==> config.mk <==
export PLATFORM = sky130hd
export DESIGN_NAME = mt_switch_ctl
export DESIGN_NICKNAME = d
export VERILOG_FILES = /design/src/rtl/mt_switch_pkg.sv /design/src/rtl/mt_ctx_table.sv /design/src/rtl/mt_flush_timer.sv /design/src/rtl/mt_switch_ctl.sv
export SDC_FILE = /design/constraint.sdc
export NUM_CORES = 1
export LEC_CHECK = 0
export CAP_MARGIN = 20
export CORE_MARGIN = 3
export CORE_UTILIZATION = 49
export DETAILED_ROUTE_END_ITERATION = 10
export GPL_ROUTABILITY_DRIVEN = 0
export PLACE_DENSITY_LB_ADDON = 0.2
export SLEW_MARGIN = 40
export SYNTH_ARGS = -nofsm -noshare
export SYNTH_HDL_FRONTEND = slang
export SYNTH_SLANG_ARGS = --single-unit
==> constraint.sdc <==
create_clock -name clk -period 1.95 [get_ports clk]
set_input_delay 0.585 -clock clk [delete_from_list [all_inputs] [get_ports clk]]
set_output_delay 0.585 -clock clk [all_outputs]
set_load 0.01 [all_outputs]
==> src/rtl/mt_switch_pkg.sv <==
`timescale 1ns/1ps
// Shared types for the coarse-grain thread switch controller.
// Assumes exactly two hardware contexts; a context ID is one bit.
package mt_switch_pkg;
    localparam int NCTX = 2;

    typedef logic ctx_id_t;

    typedef enum logic [1:0] {
        SW_RUN   = 2'd0,
        SW_FLUSH = 2'd1,
        SW_STALL = 2'd2
    } sw_state_t;
endpackage

==> src/rtl/mt_ctx_table.sv <==
`timescale 1ns/1ps
// Per-context waiting flag and restart PC.
// A set request marks one context as waiting and stores its restart PC.
// A return strobe clears that context's waiting flag.
// Assumes a set and a return never target the same context in one cycle;
// if they do, the set wins.
module mt_ctx_table #(
    parameter int              PC_W    = 32,
    parameter logic [PC_W-1:0] RST_PC0 = 32'h0000_1000,
    parameter logic [PC_W-1:0] RST_PC1 = 32'h0000_8000
) (
    input  logic                                      clk,
    input  logic                                      rst_n,
    input  logic                                      set_en,
    input  mt_switch_pkg::ctx_id_t                    set_ctx,
    input  logic [PC_W-1:0]                           set_pc,
    input  logic [mt_switch_pkg::NCTX-1:0]            ret,
    output logic [mt_switch_pkg::NCTX-1:0]            waiting,
    output logic [mt_switch_pkg::NCTX-1:0][PC_W-1:0]  pc_tab
);
    import mt_switch_pkg::*;

    for (genvar k = 0; k < NCTX; k++) begin : g_ctx
        localparam logic [PC_W-1:0] BOOT_PC = (k == 0) ? RST_PC0 : RST_PC1;
        logic hit;

        // Set request aimed at this context
        always_comb hit = set_en && (set_ctx == ctx_id_t'(k));

        // Hold the waiting flag and restart PC of this context
        always_ff @(posedge clk) begin
            if (!rst_n) begin
                waiting[k] <= 1'b0;
                pc_tab[k]  <= BOOT_PC;
            end else if (hit) begin
                waiting[k] <= 1'b1;
                pc_tab[k]  <= set_pc;
            end else if (ret[k]) begin
                waiting[k] <= 1'b0;
            end
        end
    end
endmodule

==> src/rtl/mt_flush_timer.sv <==
`timescale 1ns/1ps
// Fixed-length flush penalty counter.
// start loads FLUSH_CYC, and the count falls by one per cycle.
// last is high in the final penalty cycle.
// Assumes start is not raised again while a count is running.
module mt_flush_timer #(
    parameter int FLUSH_CYC = 4
) (
    input  logic clk,
    input  logic rst_n,
    input  logic start,
    output logic last
);
    localparam int CNT_W = $clog2(FLUSH_CYC + 1);

    logic [CNT_W-1:0] cnt;

    // Load on start, count down to zero
    always_ff @(posedge clk) begin
        if (!rst_n)             cnt <= '0;
        else if (start)         cnt <= CNT_W'(FLUSH_CYC);
        else if (cnt != '0)     cnt <= cnt - 1'b1;
    end

    // Final cycle of the penalty
    always_comb last = (cnt == CNT_W'(1));
endmodule

==> src/rtl/mt_switch_ctl.sv <==
`timescale 1ns/1ps
// Coarse-grain thread switch controller for a two-context in-order pipeline.
// A long miss from the running context saves its PC and starts a fixed flush.
// After the flush, fetch moves to the other context if that context is
// eligible. Otherwise the missing context resumes if its own miss has
// returned, or the pipeline idles until a return arrives.
// Assumes miss_valid comes only from the running context and that
// miss_ret[k] is pulsed only while context k is waiting.
module mt_switch_ctl #(
    parameter int              PC_W      = 32,
    parameter int              FLUSH_CYC = 4,
    parameter int              STAGES    = 5,
    parameter logic [PC_W-1:0] RST_PC0   = 32'h0000_1000,
    parameter logic [PC_W-1:0] RST_PC1   = 32'h0000_8000
) (
    input  logic              clk,
    input  logic              rst_n,
    input  logic              miss_valid,
    input  logic [PC_W-1:0]   miss_pc,
    input  logic [1:0]        miss_ret,
    input  logic [STAGES-1:0] pipe_vld,
    output logic              flush,
    output logic [STAGES-1:0] flush_mask,
    output logic              active_ctx,
    output logic              redir_vld,
    output logic [PC_W-1:0]   redir_pc,
    output logic              fetch_en
);
    import mt_switch_pkg::*;

    sw_state_t                    state;
    ctx_id_t                      cur;
    ctx_id_t                      other;
    ctx_id_t                      pick;
    logic                         pick_ok;
    logic                         tmr_start;
    logic                         tmr_last;
    logic [NCTX-1:0]              ctx_wait;
    logic [NCTX-1:0][PC_W-1:0]    ctx_pc;

    // Accept a miss only while the running thread owns the pipeline
    always_comb tmr_start = (state == SW_RUN) && miss_valid;

    mt_ctx_table #(
        .PC_W    (PC_W),
        .RST_PC0 (RST_PC0),
        .RST_PC1 (RST_PC1)
    ) u_tab (
        .clk     (clk),
        .rst_n   (rst_n),
        .set_en  (tmr_start),
        .set_ctx (cur),
        .set_pc  (miss_pc),
        .ret     (miss_ret),
        .waiting (ctx_wait),
        .pc_tab  (ctx_pc)
    );

    mt_flush_timer #(
        .FLUSH_CYC (FLUSH_CYC)
    ) u_tmr (
        .clk   (clk),
        .rst_n (rst_n),
        .start (tmr_start),
        .last  (tmr_last)
    );

    // Pick the resume target: the other context first, then the missing one
    always_comb begin
        other   = ~cur;
        pick    = other;
        pick_ok = 1'b0;
        if (!ctx_wait[other]) begin
            pick    = other;
            pick_ok = 1'b1;
        end else if (!ctx_wait[cur]) begin
            pick    = cur;
            pick_ok = 1'b1;
        end
    end

    // Run / flush / idle sequencing and redirect generation
    always_ff @(posedge clk) begin
        if (!rst_n) begin
            state     <= SW_RUN;
            cur       <= 1'b0;
            redir_vld <= 1'b0;
            redir_pc  <= RST_PC0;
        end else begin
            redir_vld <= 1'b0;
            case (state)
                SW_RUN: begin
                    if (miss_valid) state <= SW_FLUSH;
                end
                SW_FLUSH: begin
                    if (tmr_last) begin
                        if (pick_ok) begin
                            state     <= SW_RUN;
                            cur       <= pick;
                            redir_vld <= 1'b1;
                            redir_pc  <= ctx_pc[pick];
                        end else begin
                            state <= SW_STALL;
                        end
                    end
                end
                SW_STALL: begin
                    if (pick_ok) begin
                        state     <= SW_RUN;
                        cur       <= pick;
                        redir_vld <= 1'b1;
                        redir_pc  <= ctx_pc[pick];
                    end
                end
                default: state <= SW_RUN;
            endcase
        end
    end

    // Output decode from the sequencing state
    always_comb begin
        flush      = (state == SW_FLUSH);
        fetch_en   = (state == SW_RUN);
        flush_mask = flush ? pipe_vld : '0;
        active_ctx = cur;
    end
endmodule

**Word level (Yosys, flattened, before mapping)**

Cells that the tools add are included.

- $add $sub $neg: 1
- Multiplexer cells: 31
- Bitwise logic cells: 2
- Reductions and logical operators: 12
- Magnitude comparators: 3
- Equality and inequality tests: 6

Operators with widths:

| kind | number |
|---|---|
| 32-bit two-way mux | 4 |
| 32-bit one-hot mux with 2 select lines | 1 |
| 1-bit two-way mux | 16 |
| 2-bit two-way mux | 4 |
| 2-bit nonzero test | 4 |
| 1-bit by 2-bit less-than comparator with 1-bit output, second input constant | 3 |
| 3-bit two-way mux | 2 |
| 2-bit one-hot mux with 3 select lines | 1 |
| 5-bit two-way mux | 1 |
| 2-bit inequality test, second input constant | 2 |
| 1-bit one-hot mux with 2 select lines | 2 |
| 3-bit by 1-bit == test with 1-bit output, second input constant | 1 |
| 1-bit logical AND | 3 |
| 3-bit AND reduction | 1 |
| 3-bit nonzero test | 1 |
| 3-bit by 1-bit subtractor with 3-bit output, second input constant | 1 |
| 2-bit by 1-bit == test with 1-bit output, second input constant | 1 |
| 2-bit == test, second input constant | 1 |
| 2-bit logical NOT | 1 |
| 2-bit by 1-bit inequality test with 1-bit output, second input constant | 1 |
| 1-bit inverter | 2 |
| 2-bit AND reduction | 1 |
| 2-bit OR reduction | 1 |

- Output and inout port bits: 41
- Word-level logic and storage cells: 65
- Input bits: 42
- Bits in registers: 105

**Depth between registers and ports, before layout**

- Depth in word-level cells: 9
- Gate-level depth with buffers: 8
- Mapped depth without buffers: 6

**By module**

From an unflattened synthesis, not the netlist that was laid out.

- Cells, all modules: 452
- Area total of the unflattened synthesis: 4455.5 µm²

Modules (own cells, without submodules):

| module | area each (µm²) | cells each | seq. area each (µm²) | times used |
|---|---|---|---|---|
| mt_ctx_table | 2578.7 | 253 | 1321.3 | 1 |
| mt_switch_ctl | 1692.9 | 180 | 720.7 | 1 |
| mt_flush_timer | 183.9 | 19 | 60.1 | 1 |

**Least setup slack after synthesis**

OpenSTA, ideal clock, no wires.

- Kind: reg2reg
- From: register state[1]
- To: register redir_pc[10]
- Slack: 0.352 ns
- Period minus slack after synthesis: 1.598 ns
- Arrival: 1.454 ns
- Buffers on the path: 2
- Stages on the path, launching flop included: 9
- Data required time: 1.807 ns
- Library setup time: 0.143 ns
- Path through: dfxtp_1 -> inv_1 -> ha_1 -> buf_6 -> and3b_4 -> o21a_4 -> buf_6 -> o211ai_2 -> a21oi_2

- Longest elaborated chain between the ends: 3
- Elaborated cells on any way between the ends: 6
- Those cells by class: eq/ne: 3; mux: 1; reduce/logical: 2

RTL lines:

| what | line | text |
|---|---|---|
| from (decl) | mt_switch_ctl.sv:31 | `sw_state_t state;` |
| from (signal assigned) | mt_switch_ctl.sv:85 | `state <= SW_RUN;` |
| from (signal assigned) | mt_switch_ctl.sv:93 | `if (miss_valid) state <= SW_FLUSH;` |
| from (signal assigned) | mt_switch_ctl.sv:98 | `state <= SW_RUN;` |
| 2-bit by 1-bit == test with 1-bit output (*) | n/a |  |
| via flush | mt_switch_ctl.sv:22 | `output logic flush,` |
| 2-bit by 1-bit inequality test with 1-bit output (no line) or 2-bit nonzero test (tied branches) | n/a |  |
| 2-bit AND reduction (no line) | n/a |  |
| to (signal assigned) | mt_switch_ctl.sv:101 | `redir_pc <= ctx_pc[pick];` |
| to (signal assigned) | mt_switch_ctl.sv:112 | `redir_pc <= ctx_pc[pick];` |
| to (decl) | mt_switch_ctl.sv:26 | `output logic [PC_W-1:0] redir_pc,` |

Mark *: on every way through the listed nets, which the timed path passes. The rest lies on a longest branch.
A chain may end at the register's enable or synchronous reset.

**Final worst setup path**

- From: register state[1]
- To: output fetch_en

- Longest elaborated chain between the ends: 1

RTL lines:

| what | line | text |
|---|---|---|
| 2-bit logical NOT | mt_switch_ctl.sv:123 | `fetch_en = (state == SW_RUN);` |
| to (decl) | mt_switch_ctl.sv:27 | `output logic fetch_en` |

Every way passes these cells.

==> summary.log <==
INFO  worst_setup_path critical_path.startpoint_type=flip-flop
INFO  worst_setup_path cp_slowest_stage_delay=0.35ns
INFO  sta            final_hold_viol_count=0
INFO  worst_setup_path crit_end=fetch_en
INFO  sta            setup_violations=0
INFO  floorplanning  core_area=9330um^2
INFO  worst_setup_path crit_chain=inv_1 > ha_1 > dlygate4sd2_1
INFO  min_path       worstHoldPathType=reg2reg
INFO  worst_setup_path capture_instance_of_the_worst_register_to_register_path=redir_pc[22]
INFO  global_route   globalRoute.totalOverflow=0
INFO  final_layout   drive_above_1_share=19.1%
INFO  power_and_ir_drop power_report.internal_total=3510uW
INFO  synth          syn_area=4750um^2
INFO  worst_setup_path critPathTopFamily=buffers and inverters
INFO  sta            worst_slew_margin_rel=70.1%
INFO  power_and_ir_drop switching_fraction_of_total_power=32.6%
INFO  synth          synthSimpleGateAreaFrac=16.2%
INFO  power_and_ir_drop worst_ir_drop_vdd=0.422mV
INFO  cts            htree_num_levels=3
INFO  global_route   antenna_found_initial=0
INFO  global_route   grt_first_pass_wirelength=19,400um
INFO  cts            clock-sinks=105
INFO  synth          async_flop_share=0%
INFO  worst_setup_path critPathRequiredTime=1.36ns
INFO  sta            final_max_slew_viol_count=0
INFO  cts            tritoncts.num_buffers=9
INFO  worst_setup_path endpoint_kind=output pin
INFO  cts            clk-insertion-delay-late=0.37ns
INFO  drt            dr.pass1.iters=4
INFO  cts            cts_tree=done
INFO  final_layout   syn2layout_area_growth=26.1%
INFO  synth          netlist-cell-type-count=38
INFO  synth          flip_flop_cell_with_the_highest_count_after_synthesis=dfxtp_1
INFO  worst_setup_path worstPathBufferInverterCount=2
INFO  synth          synth-seq-cells=105
INFO  sta            final.period_utilization=96.0%
INFO  worst_setup_path crit_start=state[1]
INFO  drt            residual_antenna_violating_net_count_after_detailed_routing=0
INFO  floorplanning  ioPinCount=83
INFO  drt            finalWirelength=11,800um
INFO  drt            vias_after_detailed_routing=4,049
INFO  place          detailed_place.area=5790um^2
INFO  power_and_ir_drop power_density=871nW/um^2
INFO  synth          synth_compound_area_share=27.9%
INFO  final_layout   seqCellArea=2100um^2
INFO  final_layout   antenna-diode-count=0
INFO  floorplanning  die_y=104um
INFO  power_and_ir_drop pwr-share-seq=46.3%
INFO  drt            drc=0
INFO  power_and_ir_drop fin_total_pwr=5220uW
INFO  floorplanning  placement_rows=35
INFO  synth          synthesis.nets=609
INFO  sta            clock_skew=0.00997ns
INFO  worst_setup_path r2r_setup_slack=0.15ns
INFO  floorplanning  initial_core_util=50.9%
INFO  synth          synthAdderAreaFrac=2.11%
INFO  worst_setup_path crit_type=reg2out
INFO  sta            fmax=534MHz
INFO  final_layout   multi_input_comb_area=2260um^2
INFO  sta            rsz0062_at_grt=no
INFO  final_layout   nets=690
INFO  drt            avgViaCountPerCell=5.23
INFO  power_and_ir_drop power.clock.fraction=26.1%
INFO  cts            cts_root_buf=clkbuf_8
INFO  worst_setup_path critical_path_depth=3
INFO  floorplanning  dieArea=10,900um^2
INFO  synth          yosys.area_share.xor_xnor=0.184%
INFO  worst_setup_path cp_slowest_cell=dfxtp_2
INFO  final_layout   finish.utilization=64.2%
INFO  cts            path_clk_slew=0.09ns
INFO  final_layout   fillers=837
INFO  worst_setup_path reg2regPathDepth=7
INFO  outcome        run_status=finished clean
INFO  cts            cts_max_path_buffers=2
INFO  worst_setup_path path_max_fanout=3
INFO  final_layout   finalInstanceArea=5990um^2
INFO  synth          seq_area_frac_synth=44.3%
INFO  global_route   grt_pass1_vias=4,016
INFO  synth          count_of_flip_flops_with_a_built_in_enable_after_synthesis=0
INFO  power_and_ir_drop power.share.combinational=27.6%
INFO  synth          postSynthAreaPerCell=8.50um^2
INFO  synth          yosys-mux-area-fraction=0.421%
INFO  place          port_buffers=82
INFO  drt            detailedRoute.firstIterationViolations=212
INFO  global_route   track_usage=21.6%
INFO  sta            finalCriticalPeriod=1.87ns
INFO  worst_setup_path crit_arrival=1.29ns
INFO  synth          synth.yosys.warnings=0
INFO  synth          number_of_instances_in_the_synthesized_netlist=559
INFO  global_route   grt_max_degree=48
INFO  sta            tightest_slew=0.446ns
INFO  job            maxCapViolations=0
INFO  power_and_ir_drop p_leak=0.00196uW
INFO  worst_setup_path timing.rr.start=state[0]
INFO  power_and_ir_drop netSwitchingPower=1700uW
INFO  floorplanning  die_x=104um
INFO  synth          dominant_combinational_cell_family_by_area_after_synthesis=compound AO/OA/AOI/OAI gates
INFO  drt            avgRoutedWirePerCell=15.3um
INFO  place          hpwlAfterDp=7340um
==> repair_timing <==
item,CTS,global route
gates cloned,0,1
endpoints found under the setup margin,38,32
hold buffers,0,0
setup buffers,0,1
pin swaps,0,1
gates resized for setup,26,1
==> power groups by stage <==
| stage | sequential, uW | clock, uW | combinational, uW |
|---|---|---|---|
| 6_report | 2410 | 1360 | 1440 |
| 5_1_grt | 2440 | 1490 | 1590 |
| 4_1_cts | 2420 | 1390 | 1410 |
| 3_5_place_dp | 2460 | 0 | 1430 |
| 3_3_place_gp | 2450 | 0 | 1400 |
| 2_1_floorplan | 2440 | 0 | 927 |
==> sequential cells by signal, indices dropped and copies added (netlist names) <==
register and count:
active_ctx 1, redir_vld 1, redir_pc 32, u_tab.waiting 2, state 2, u_tab.pc_tab 64
u_tmr.cnt 3
==> kinds of logic (layout without fill, tap and decap cells) <==
logic type,after synthesis,in the layout
and+or+nand+nor,189,189
AOI/OAI and AO/OA,171,172
muxes,2,2
buffers and inverters,83,168
DFF,105,105
adders and majority gates,8,8
xor gates and xnor gates,1,1
==> layer usage <==
| metal | wire length, um | vias up | part of all wire (%) | track usage, % |
|---|---|---|---|---|
| met1 | 5260 | 1915 | 44 | 27.9 |
| met2 | 5910 | 91 | 50 | 36.7 |
| met5 | 0 | - | 0 | 0 |
| li1 | - | 2030 | - | - |
| met4 | 154 | 0 | 1.3 | 6.74 |
| met3 | 511 | 13 | 4.3 | 4.03 |
==> final cells by class <==
type                    count  share of cell area [%]
multi-input cells         372                    37.7
repair buffers            113                    18.8
clock inverters             5                    1.04
inverters                  39                    2.47
well taps                 129                    2.69
flip-flops and latches    105                    35.1
clock buffers              11                    2.19
==> per-stage QoR <==
| step | hold WS (ns) | setup TNS [ns] | worst slack [ns] | instances |
|---|---|---|---|---|
| CTS | 0.458 | 0 | 0.000884 | 772 |
| finish | 0.457 | 0 | 0.0788 | 774 |
| global placement | 0.440 | -1.93 | -0.308 | 756 |
| global route | 0.473 | 0 | 0.0156 | 774 |
| detailed placement | 0.444 | -2.61 | -0.336 | 756 |
| floorplan | 0.436 | 0 | 0.352 | 559 |
==> cell usage after synthesis, types with 2 or more instances <==
cell type	count	area (um^2)
a21oi_1	68	340
o21a_4	2	30.0
nand2_1	163	612
dfxtp_1	105	2100
clkbuf_1	16	60.1
buf_2	13	65.1
buf_8	3	45.0
mux2i_1	2	20.0
inv_1	38	143
nand3_1	5	25.0
nor2b_2	2	17.5
nand2b_1	3	18.8
a21oi_2	30	263
o211ai_1	32	240
ha_1	8	100
buf_4	6	45.0
buf_6	5	56.3
nor2_1	5	18.8
and2_1	5	31.3
o211ai_2	30	375
==> worst register-to-register path, stage by stage (launching register included) <==
cell	delay, ns
dfxtp_2	0.33
buf_4	0.14
ha_4	0.17
buf_4	0.15
nor2b_2	0.25
o21a_4	0.39
o211ai_2	0.17
a21oi_2	0.14
==> cells in the final DEF (no fill, tap or decap), types with 2 or more instances in the layout <==
cell type / count
nand2_1: 163
dfxtp_1: 103
clkdlybuf4s50_1: 75
a21oi_1: 68
inv_1: 38
o211ai_1: 32
o211ai_2: 30
a21oi_2: 30
buf_4: 23
clkbuf_8: 9
buf_12: 8
ha_1: 7
and2_1: 5
nand3_1: 5
buf_2: 5
nor2_1: 4
nand2b_1: 3
o21a_4: 3
nor2_2: 2
nor2b_2: 2
mux2i_1: 2
inv_6: 2
clkbuf_1: 2
clkinvlp_4: 2
dlygate4sd2_1: 2
dfxtp_2: 2
==> how the worst min path moves through the flow <==
stage | start | end | cells past startpoint
floorplan | u_tab.pc_tab[44] | u_tab.pc_tab[44] | 2
finish | u_tab.pc_tab[22] | u_tab.pc_tab[22] | 2
detailed placement | u_tab.pc_tab[22] | u_tab.pc_tab[22] | 2
global route | u_tab.pc_tab[3] | u_tab.pc_tab[3] | 2
global placement | u_tab.pc_tab[31] | u_tab.pc_tab[31] | 2
CTS | u_tab.pc_tab[23] | u_tab.pc_tab[23] | 2
No activity file was read; power rests on OpenSTA's default activity.
